## config.mk

```make
export PLATFORM = sky130hd
export DESIGN_NAME = store_seq_detect
export DESIGN_NICKNAME = d
export VERILOG_FILES = /design/src/rtl/store_seq_pkg.sv /design/src/rtl/store_seq_bus_decode.sv /design/src/rtl/store_seq_match.sv /design/src/rtl/store_seq_detect.sv
export SDC_FILE = /design/constraint.sdc
export NUM_CORES = 1
export LEC_CHECK = 0
export BUFFER_PORTS_ARGS = -buffer_cell sky130_fd_sc_hd__buf_2
export CAP_MARGIN = 10
export CORE_ASPECT_RATIO = 1.1
export CORE_MARGIN = 2
export CORE_UTILIZATION = 42
export DETAILED_ROUTE_END_ITERATION = 8
export PLACE_DENSITY = 0.76
export SETUP_SLACK_MARGIN = 0.2
export SYNTH_ARGS = -nofsm -noshare
export SYNTH_HDL_FRONTEND = slang
export SYNTH_SLANG_ARGS = --single-unit
```

## constraint.sdc

```tcl
create_clock -name clk -period 1.65 [get_ports clk]
set_clock_uncertainty 0.05 [all_clocks]
set_input_delay 0.33 -clock clk [delete_from_list [all_inputs] [get_ports clk]]
set_output_delay 0.33 -clock clk [all_outputs]
set_load 0.01 [all_outputs]
```

## src/rtl/store_seq_pkg.sv

```systemverilog
package store_seq_pkg;

    localparam int KEY_STEPS = 6;
    localparam int KEY_W     = 11;

    // Read address expected at each step of the store key, in order
    function automatic logic [KEY_W-1:0] step_key(input int idx);
        logic [KEY_W-1:0] k;
        case (idx)
            0:       k = 11'h000;
            1:       k = 11'h555;
            2:       k = 11'h2AA;
            3:       k = 11'h7FF;
            4:       k = 11'h0F0;
            5:       k = 11'h70F;
            default: k = '0;
        endcase
        return k;
    endfunction

endpackage

```

## src/rtl/store_seq_bus_decode.sv

```systemverilog
module store_seq_bus_decode #(
    parameter int ADDR_W = 11
) (
    input  logic              clk,
    input  logic              rst_n,
    input  logic              en_n,
    input  logic              oe_n,
    input  logic              we_n,
    input  logic [ADDR_W-1:0] addr,
    output logic              rd_evt,
    output logic              wr_evt
);

    typedef struct packed {
        logic              rd_act;
        logic [ADDR_W-1:0] addr;
    } trk_t;

    trk_t trk_d, trk_q;
    logic rd_now;

    always_comb begin
        rd_now       = !en_n && !oe_n && we_n;
        trk_d.rd_act = rd_now;
        trk_d.addr   = addr;
        // a new read starts on its first active cycle or on an address change
        rd_evt       = rd_now && (!trk_q.rd_act || (addr != trk_q.addr));
        wr_evt       = !en_n && !we_n;
    end

    always_ff @(posedge clk or negedge rst_n) begin
        if (!rst_n) trk_q <= '0;
        else        trk_q <= trk_d;
    end

endmodule

```

## src/rtl/store_seq_match.sv

```systemverilog
module store_seq_match #(
    parameter int ADDR_W    = 11,
    parameter int NUM_STEPS = store_seq_pkg::KEY_STEPS
) (
    input  logic              clk,
    input  logic              rst_n,
    input  logic              busy,
    input  logic              rd_evt,
    input  logic              wr_evt,
    input  logic [ADDR_W-1:0] addr,
    output logic              store_req
);

    localparam int STEP_W  = $clog2(NUM_STEPS + 1);
    localparam int HIT_LEN = 1 << STEP_W;
    localparam logic [STEP_W-1:0] LAST_STEP = STEP_W'(NUM_STEPS - 1);

    typedef struct packed {
        logic [STEP_W-1:0] step;
        logic              req;
    } mstate_t;

    mstate_t st_d, st_q;
    logic [HIT_LEN-1:0] hit;

    // one comparator per key step; unused slots never match
    for (genvar i = 0; i < HIT_LEN; i++) begin : g_hit
        if (i < NUM_STEPS) begin : g_cmp
            assign hit[i] = (addr == ADDR_W'(store_seq_pkg::step_key(i)));
        end else begin : g_pad
            assign hit[i] = 1'b0;
        end
    end

    always_comb begin
        st_d.step = st_q.step;
        st_d.req  = 1'b0;
        if (busy || wr_evt) begin
            st_d.step = '0;
        end else if (rd_evt) begin
            if (hit[st_q.step]) begin
                if (st_q.step == LAST_STEP) begin
                    st_d.req  = 1'b1;
                    st_d.step = '0;
                end else begin
                    st_d.step = st_q.step + 1'b1;
                end
            end else if (hit[0]) begin
                st_d.step = STEP_W'(1);
            end else begin
                st_d.step = '0;
            end
        end
    end

    always_ff @(posedge clk or negedge rst_n) begin
        if (!rst_n) st_q <= '0;
        else        st_q <= st_d;
    end

    assign store_req = st_q.req;

endmodule

```

## src/rtl/store_seq_detect.sv

```systemverilog
module store_seq_detect #(
    parameter int ADDR_W    = 11,
    parameter int NUM_STEPS = store_seq_pkg::KEY_STEPS
) (
    input  logic              clk,
    input  logic              rst_n,
    input  logic              bus_en_n,
    input  logic              bus_oe_n,
    input  logic              bus_we_n,
    input  logic [ADDR_W-1:0] bus_addr,
    input  logic              seq_busy,
    output logic              store_req
);

    logic rd_evt;
    logic wr_evt;

    store_seq_bus_decode #(.ADDR_W(ADDR_W)) u_decode (
        .clk    (clk),
        .rst_n  (rst_n),
        .en_n   (bus_en_n),
        .oe_n   (bus_oe_n),
        .we_n   (bus_we_n),
        .addr   (bus_addr),
        .rd_evt (rd_evt),
        .wr_evt (wr_evt)
    );

    store_seq_match #(.ADDR_W(ADDR_W), .NUM_STEPS(NUM_STEPS)) u_match (
        .clk       (clk),
        .rst_n     (rst_n),
        .busy      (seq_busy),
        .rd_evt    (rd_evt),
        .wr_evt    (wr_evt),
        .addr      (bus_addr),
        .store_req (store_req)
    );

endmodule

```

Word-level counts from Yosys, hierarchy flattened
Index checks and enable logic that the tools add are counted.
Cells by class
  $add $sub $neg: 1
  order comparisons: 1
  eq/ne operators: 7
  mux-type cells: 10
  reductions and logical operators: 12
Operators with widths (number)
  equality test 11 bit, second input constant: 3
  equality test 11 x 10 -> 1 bit, second input constant: 1
  equality test 11 x 8 -> 1 bit, second input constant: 1
  zero test 11 bit: 1
  != test 11 bit: 1
  2-to-1 mux 3 bit: 3
  2-to-1 mux 1 bit: 5
  logical AND 1 bit: 4
  zero test 1 bit: 4
  < comparator 3 x 4 -> 1 bit, second input constant: 1
  2-to-1 mux 4 bit: 1
  adder 3 x 1 -> 3 bit, second input constant: 1
  binary-select mux 1 bit (select 3 bit): 1
  equality test 3 bit, second input constant: 1
  logical OR 1 bit: 2
  nonzero test 2 bit: 1
Word-level totals
  flip-flop bits (word level): 16
  output and inout port bits: 1
  logic and storage cells: 35

Depth between registers and ports, before layout
  depth in word-level cells: 6
  gate-level depth with buffers: 7

Hierarchy
A second synthesis with hierarchy kept.
Unflattened totals
  cell total of the unflattened synthesis: 70
  area, all modules: 787.0 sq um
By module, submodules not included
  store_seq_bus_decode: times used 1, cells each 30, area each 437.9 sq um, seq. area each 300.3 sq um
  store_seq_match: times used 1, cells each 40, area each 349.1 sq um, seq. area each 100.1 sq um

Worst setup path before layout
OpenSTA, ideal clock, no wires.
  path type: in2reg
  from: input bus_addr[0]
  to: register u_match.st_q[1] (netlist name)
  setup time: 0.076 ns
  data arrival time: 1.793 ns
  slack: -0.269 ns
  cell stages on the path: 6
  path buffers: 0
  cell sequence: or4_4 -> nor4_1 -> a21oi_1 -> nor3_2 -> mux2_2 -> o21ai_1
On the way
  cells in the longest elaborated chain, start to end: 6
RTL lines
  start: declaration: RTL line store_seq_detect.sv:10  | input logic [ADDR_W-1:0] bus_addr,
  equality test 11 bit (tied with other cells): RTL line store_seq_match.sv:29  | assign hit[i] = (addr == ADDR_W'(store_seq_pkg::step_key(i)));
  binary-select mux 1 bit (select 3 bit): RTL line store_seq_match.sv:41  | if (hit[st_q.step]) begin
  2-to-1 mux 1 bit (implied by the code): RTL line store_seq_match.sv:41
  2-to-1 mux 3 bit: RTL line store_seq_match.sv:41
  2-to-1 mux 4 bit: RTL line store_seq_match.sv:40  | end else if (rd_evt) begin
  2-to-1 mux 3 bit: RTL line store_seq_match.sv:38  | if (busy || wr_evt) begin
  end signal: assignment: RTL line store_seq_match.sv:58  | else st_q <= st_d;
  end: declaration: RTL line store_seq_match.sv:23  | mstate_t st_d, st_q;
Parallel ways exist; a longest one is shown, timed or not. The select of a mux whose other input is x is not followed.
A chain may end at the register's enable or synchronous reset.

Worst setup path in the final report
  from: register u_match.st_q[2] (netlist name)
  to: register u_match.st_q[1] (netlist name)
On the way
  cells in the longest elaborated chain, start to end: 5
RTL lines (RTL line)
  binary-select mux 1 bit (select 3 bit) or equality test 3 bit (tied branches): store_seq_match.sv:41, store_seq_match.sv:42
  2-to-1 mux 1 bit (implied by the code) or 2-to-1 mux 3 bit (tied branches): store_seq_match.sv:41, store_seq_match.sv:42
  2-to-1 mux 3 bit (*): store_seq_match.sv:41
  2-to-1 mux 4 bit (*): store_seq_match.sv:40
  2-to-1 mux 3 bit (*): store_seq_match.sv:38
Mark *: on every way between the ends. The rest lies on a longest branch, timed or not. The select of a mux whose other input is x is not followed.

==> tab_implementation.tex <==
\begin{tabular}{lr}
\hline
Metric & Value \\
\hline
\multicolumn{2}{l}{\textbf{Outcome}} \\
Outcome & complete, but fails checks \\
Violated checks & negative setup slack \\
\multicolumn{2}{l}{\textbf{Clock tree}} \\
Clock-pin slew on the worst setup and hold paths & around 100 ps \\
CTS tree & yes \\
Clk buf depth & 2 \\
Clock Latency Late Sink & $\sim$290 ps \\
Clock tree root driver cell & sky130\_fd\_sc\_hd\_\_clkbuf\_4 \\
Clock sink total & 16 \\
H-tree depth reported by CTS & 1 \\
CTS Buf Count & 3 \\
\multicolumn{2}{l}{\textbf{Layout}} \\
Post-route insts no fill & 133 \\
Leading cell types in the layout, fill and taps excluded & sky130\_fd\_sc\_hd\_\_buf\_4 (20), sky130\_fd\_sc\_hd\_\_buf\_2 (17), sky130\_fd\_sc\_hd\_\_dfrtp\_1 (15) \\
Layout fillers & between 100 and 150 \\
Synthesis-to-finish area growth & 53.1\% \\
Utilization of the core after routing & 0.687 \\
Antenna fix cells & 0 \\
Most common cell after layout, fill and taps aside & sky130\_fd\_sc\_hd\_\_buf\_4 \\
Nets & 133 \\
Ratio of cells with drive above 1 in the final layout & 0.548 \\
\multicolumn{2}{l}{\textbf{Power}} \\
Ratio of total power to cell area & 683 nW/um\^{}2 \\
Fraction of power spent switching nets & 0.259 \\
Sequential share of power & 0.501 \\
Peak supply drop & approximately 0.47 mV \\
Part of the total power dissipated in the clock network & 0.320 \\
Internal Dissipation & 0.000619 W \\
Net switching power of the design & $\sim$0.00022 W \\
Leakage component of the power & 0.504 nW \\
Part of the total power dissipated in combinational logic & 0.179 \\
\multicolumn{2}{l}{\textbf{Job}} \\
Reported max-cap violation count & 0 \\
\multicolumn{2}{l}{\textbf{Setup path}} \\
Length in cells of the worst reg-to-reg path & 6 \\
Largest fanout on the critical path & 3 \\
Required @ worst endpoint & between 1500 and 2000 ps \\
Critical Setup Path Class & reg2reg \\
Source of the worst register-to-register timing path & u\_match.st\_q[2]\$\_DFFE\_PN0P\_ \\
Internal reg-to-reg setup slack & -110 ps \\
Arr. time, crit path & roughly 1900 ps \\
Endpoint of the lowest-slack register-to-register path & u\_match.st\_q[1]\$\_DFFE\_PN0P\_ \\
Startpoint types & register \\
Category of the worst setup path capture point & register \\
\multicolumn{2}{l}{\textbf{Die}} \\
Standard-cell row count & 16 \\
Vert. Die Dim & approximately 50 um \\
Placeable core area & about 1800 um\^{}2 \\
X dimension of the die & about 46 um \\
DIE AREA & 2270 um\^{}2 \\
Initial core utilization & 0.449 \\
I/O pin cnt & 18 \\
\multicolumn{2}{l}{\textbf{Global routing}} \\
Number of global-route vias before repair & between 800 and 900 \\
Total overflow reported by the global router & 0 \\
All-Layer GR Usage & 0.223 \\
Number of antenna violations at the first check in global routing & 0 \\
Pin count of the biggest net entering global routing & 17 \\
First-pass GRT wire length & around 3600 um \\
\multicolumn{2}{l}{\textbf{Drt}} \\
Total via count after detailed routing & $\sim$780 \\
Post-detailed-route DRC marker count & 0 \\
Detailed Route Iter0 Violations & 10 \\
Total wire length after detailed routing & between 2000 and 2500 um \\
Vias per std cell & 5.83 \\
Post-route ant nets & 0 \\
TritonRoute pass-1 iters & 4 \\
Routed len/inst & about 17 um \\
\multicolumn{2}{l}{\textbf{Timing}} \\
Final Worst Setup Slack & -114 ps \\
Least-Margin Pin Slew & 507 ps \\
Period utilization & 1.07 \\
Fmax achieved & 567 MHz \\
Setup Total Neg Slack & -336 ps \\
Final number of hold-violating endpoints & 0 \\
Post-layout min period & $\sim$1800 ps \\
Final number of max-transition violations & 0 \\
Worst relative slew slack & 0.661 \\
Tightest hold margin & about 140 ps \\
Final count of negative-setup-slack endpoints & 4 \\
Unrepaired setup endpoints after global routing & yes \\
\multicolumn{2}{l}{\textbf{Place}} \\
Number of input and output port buffers inserted & 17 \\
Detail Placement HPWL & between 1000 and 1500 um \\
Number of instances in the placed design & 124 \\
Routability congestion estimate & 0.795 \\
\multicolumn{2}{l}{\textbf{Synth}} \\
Net count after synthesis & 91 \\
Post-synth top flop & sky130\_fd\_sc\_hd\_\_dfrtp\_1 \\
Mean instance size in the synthesized netlist & around 11 um\^{}2 \\
Cell area after synthesis & between 700 and 800 um\^{}2 \\
Number of enable-type register cells in the synthesized netlist & 0 \\
Post-Synthesis Cells & 74 \\
Async set-reset flop share out of synthesis & 1.00 \\
Total number of yosys warnings & 0 \\
Number of distinct library cells after synthesis & 29 \\
Synth Register Bits & 16 \\
Sequential share of the synthesized area & 0.501 \\
\multicolumn{2}{l}{\textbf{Worst hold path}} \\
Worst hold path cell count & 1 \\
Worst hold path endpoint & u\_decode.trk\_q[6]\$\_DFF\_PN0\_ \\
Worst hold start & bus\_addr[6] \\
Type of the most critical hold path & in2reg \\
\hline
\end{tabular}
[per-stage QoR]
step,setup WS (ps),power (W),instance area [um^2]
floorplan,-184,0.000470,807
finish,-114,0.000836,1220
detailed placement,-418,0.000548,1030
CTS,-96.9,0.000823,1160
global placement,-351,0.000541,1030
global route,-173,0.000866,1220
[layout make-up]
type / instances / area (um^2) / share of cell area
clock buffers: 4 / 36.3 / 0.0297
inverters: 2 / 7.51 / 0.00613
multi-input cells: 54 / 499 / 0.408
flip-flops and latches: 16 / 402 / 0.328
well taps: 18 / 22.5 / 0.0184
repair buffers: 39 / 256 / 0.210
[registers in the layout (all words and copies together), names as in the netlist]
signal             count
u_decode.trk_q        12
u_match.st_q           3
u_match.store_req      1
[Yosys cell counts (2+ instances only)]
master                     instances  share of area
sky130_fd_sc_hd__dfrtp_1          16           0.50
sky130_fd_sc_hd__xnor2_1          11           0.12
sky130_fd_sc_hd__nand4_1           5          0.039
sky130_fd_sc_hd__nor3_1            4          0.025
sky130_fd_sc_hd__nor4_1            4          0.031
sky130_fd_sc_hd__nand2_1           3          0.014
sky130_fd_sc_hd__nand3_1           3          0.019
sky130_fd_sc_hd__nor2_1            3          0.014
sky130_fd_sc_hd__inv_1             2         0.0094
sky130_fd_sc_hd__o21ai_0           2          0.013
sky130_fd_sc_hd__o21bai_1          2          0.019
sky130_fd_sc_hd__or4_1             2          0.019
[critical path, stage by stage, from the launching register on]
cell and delay (ps):
sky130_fd_sc_hd__dfrtp_1 440, sky130_fd_sc_hd__nand2b_4 180, sky130_fd_sc_hd__o41ai_4 350, sky130_fd_sc_hd__a21oi_2 80
sky130_fd_sc_hd__nor3_2 180, sky130_fd_sc_hd__mux2_4 320, sky130_fd_sc_hd__o21ai_2 100
[power groups by stage]
| stage | Clock (W) | Sequential [W] | Combinational, W |
|---|---|---|---|
| 2_1_floorplan | 0 | 0.000424 | 0.0000461 |
| 3_3_place_gp | 0 | 0.000424 | 0.000117 |
| 3_5_place_dp | 0 | 0.000425 | 0.000122 |
| 4_1_cts | 0.000266 | 0.000419 | 0.000139 |
| 5_1_grt | 0.000285 | 0.000420 | 0.000161 |
| 6_report | 0.000267 | 0.000419 | 0.000149 |
[cell families after synthesis]
family / after synthesis / share of synthesized area
DFF: 16 / 0.501
muxes: 1 / 0.0141
AOI/OAI and AO/OA: 11 / 0.105
buffers and inverters: 4 / 0.0203
xor gates and xnor gates: 11 / 0.120
and+or+nand+nor: 31 / 0.239
[worst max path at each step]
stage | startpoint | to | slack [ps]
floorplan | bus_addr[0] | u_match.st_q[1]$_DFFE_PN0P_ | -180
global placement | bus_addr[0] | u_match.st_q[1]$_DFFE_PN0P_ | -350
detailed placement | bus_addr[5] | u_match.st_q[1]$_DFFE_PN0P_ | -420
CTS | u_match.st_q[2]$_DFFE_PN0P_ | u_match.st_q[1]$_DFFE_PN0P_ | -100
global route | u_decode.trk_q[8]$_DFF_PN0_ | u_match.st_q[3]$_DFFE_PN0P_ | -170
finish | u_match.st_q[2]$_DFFE_PN0P_ | u_match.st_q[1]$_DFFE_PN0P_ | -110
[layer usage]
layer / track usage / wire [um] / vias up
li1: - / - / 358
met1: 0.254 / 927 / 376
met2: 0.390 / 1180 / 30
met3: 0.0293 / 74 / 12
met4: 0.108 / 88 / 0
met5: 0 / 0 / -
[what timing repair did]
item,4_1_cts,5_1_grt
buffers inserted,3,1
endpoints found under the setup margin,4,4
hold buffers,1,0
endpoints found under the hold margin,16,0
gates resized for setup,13,9
pin swaps,3,3
Power figures use the tool's default switching activity.
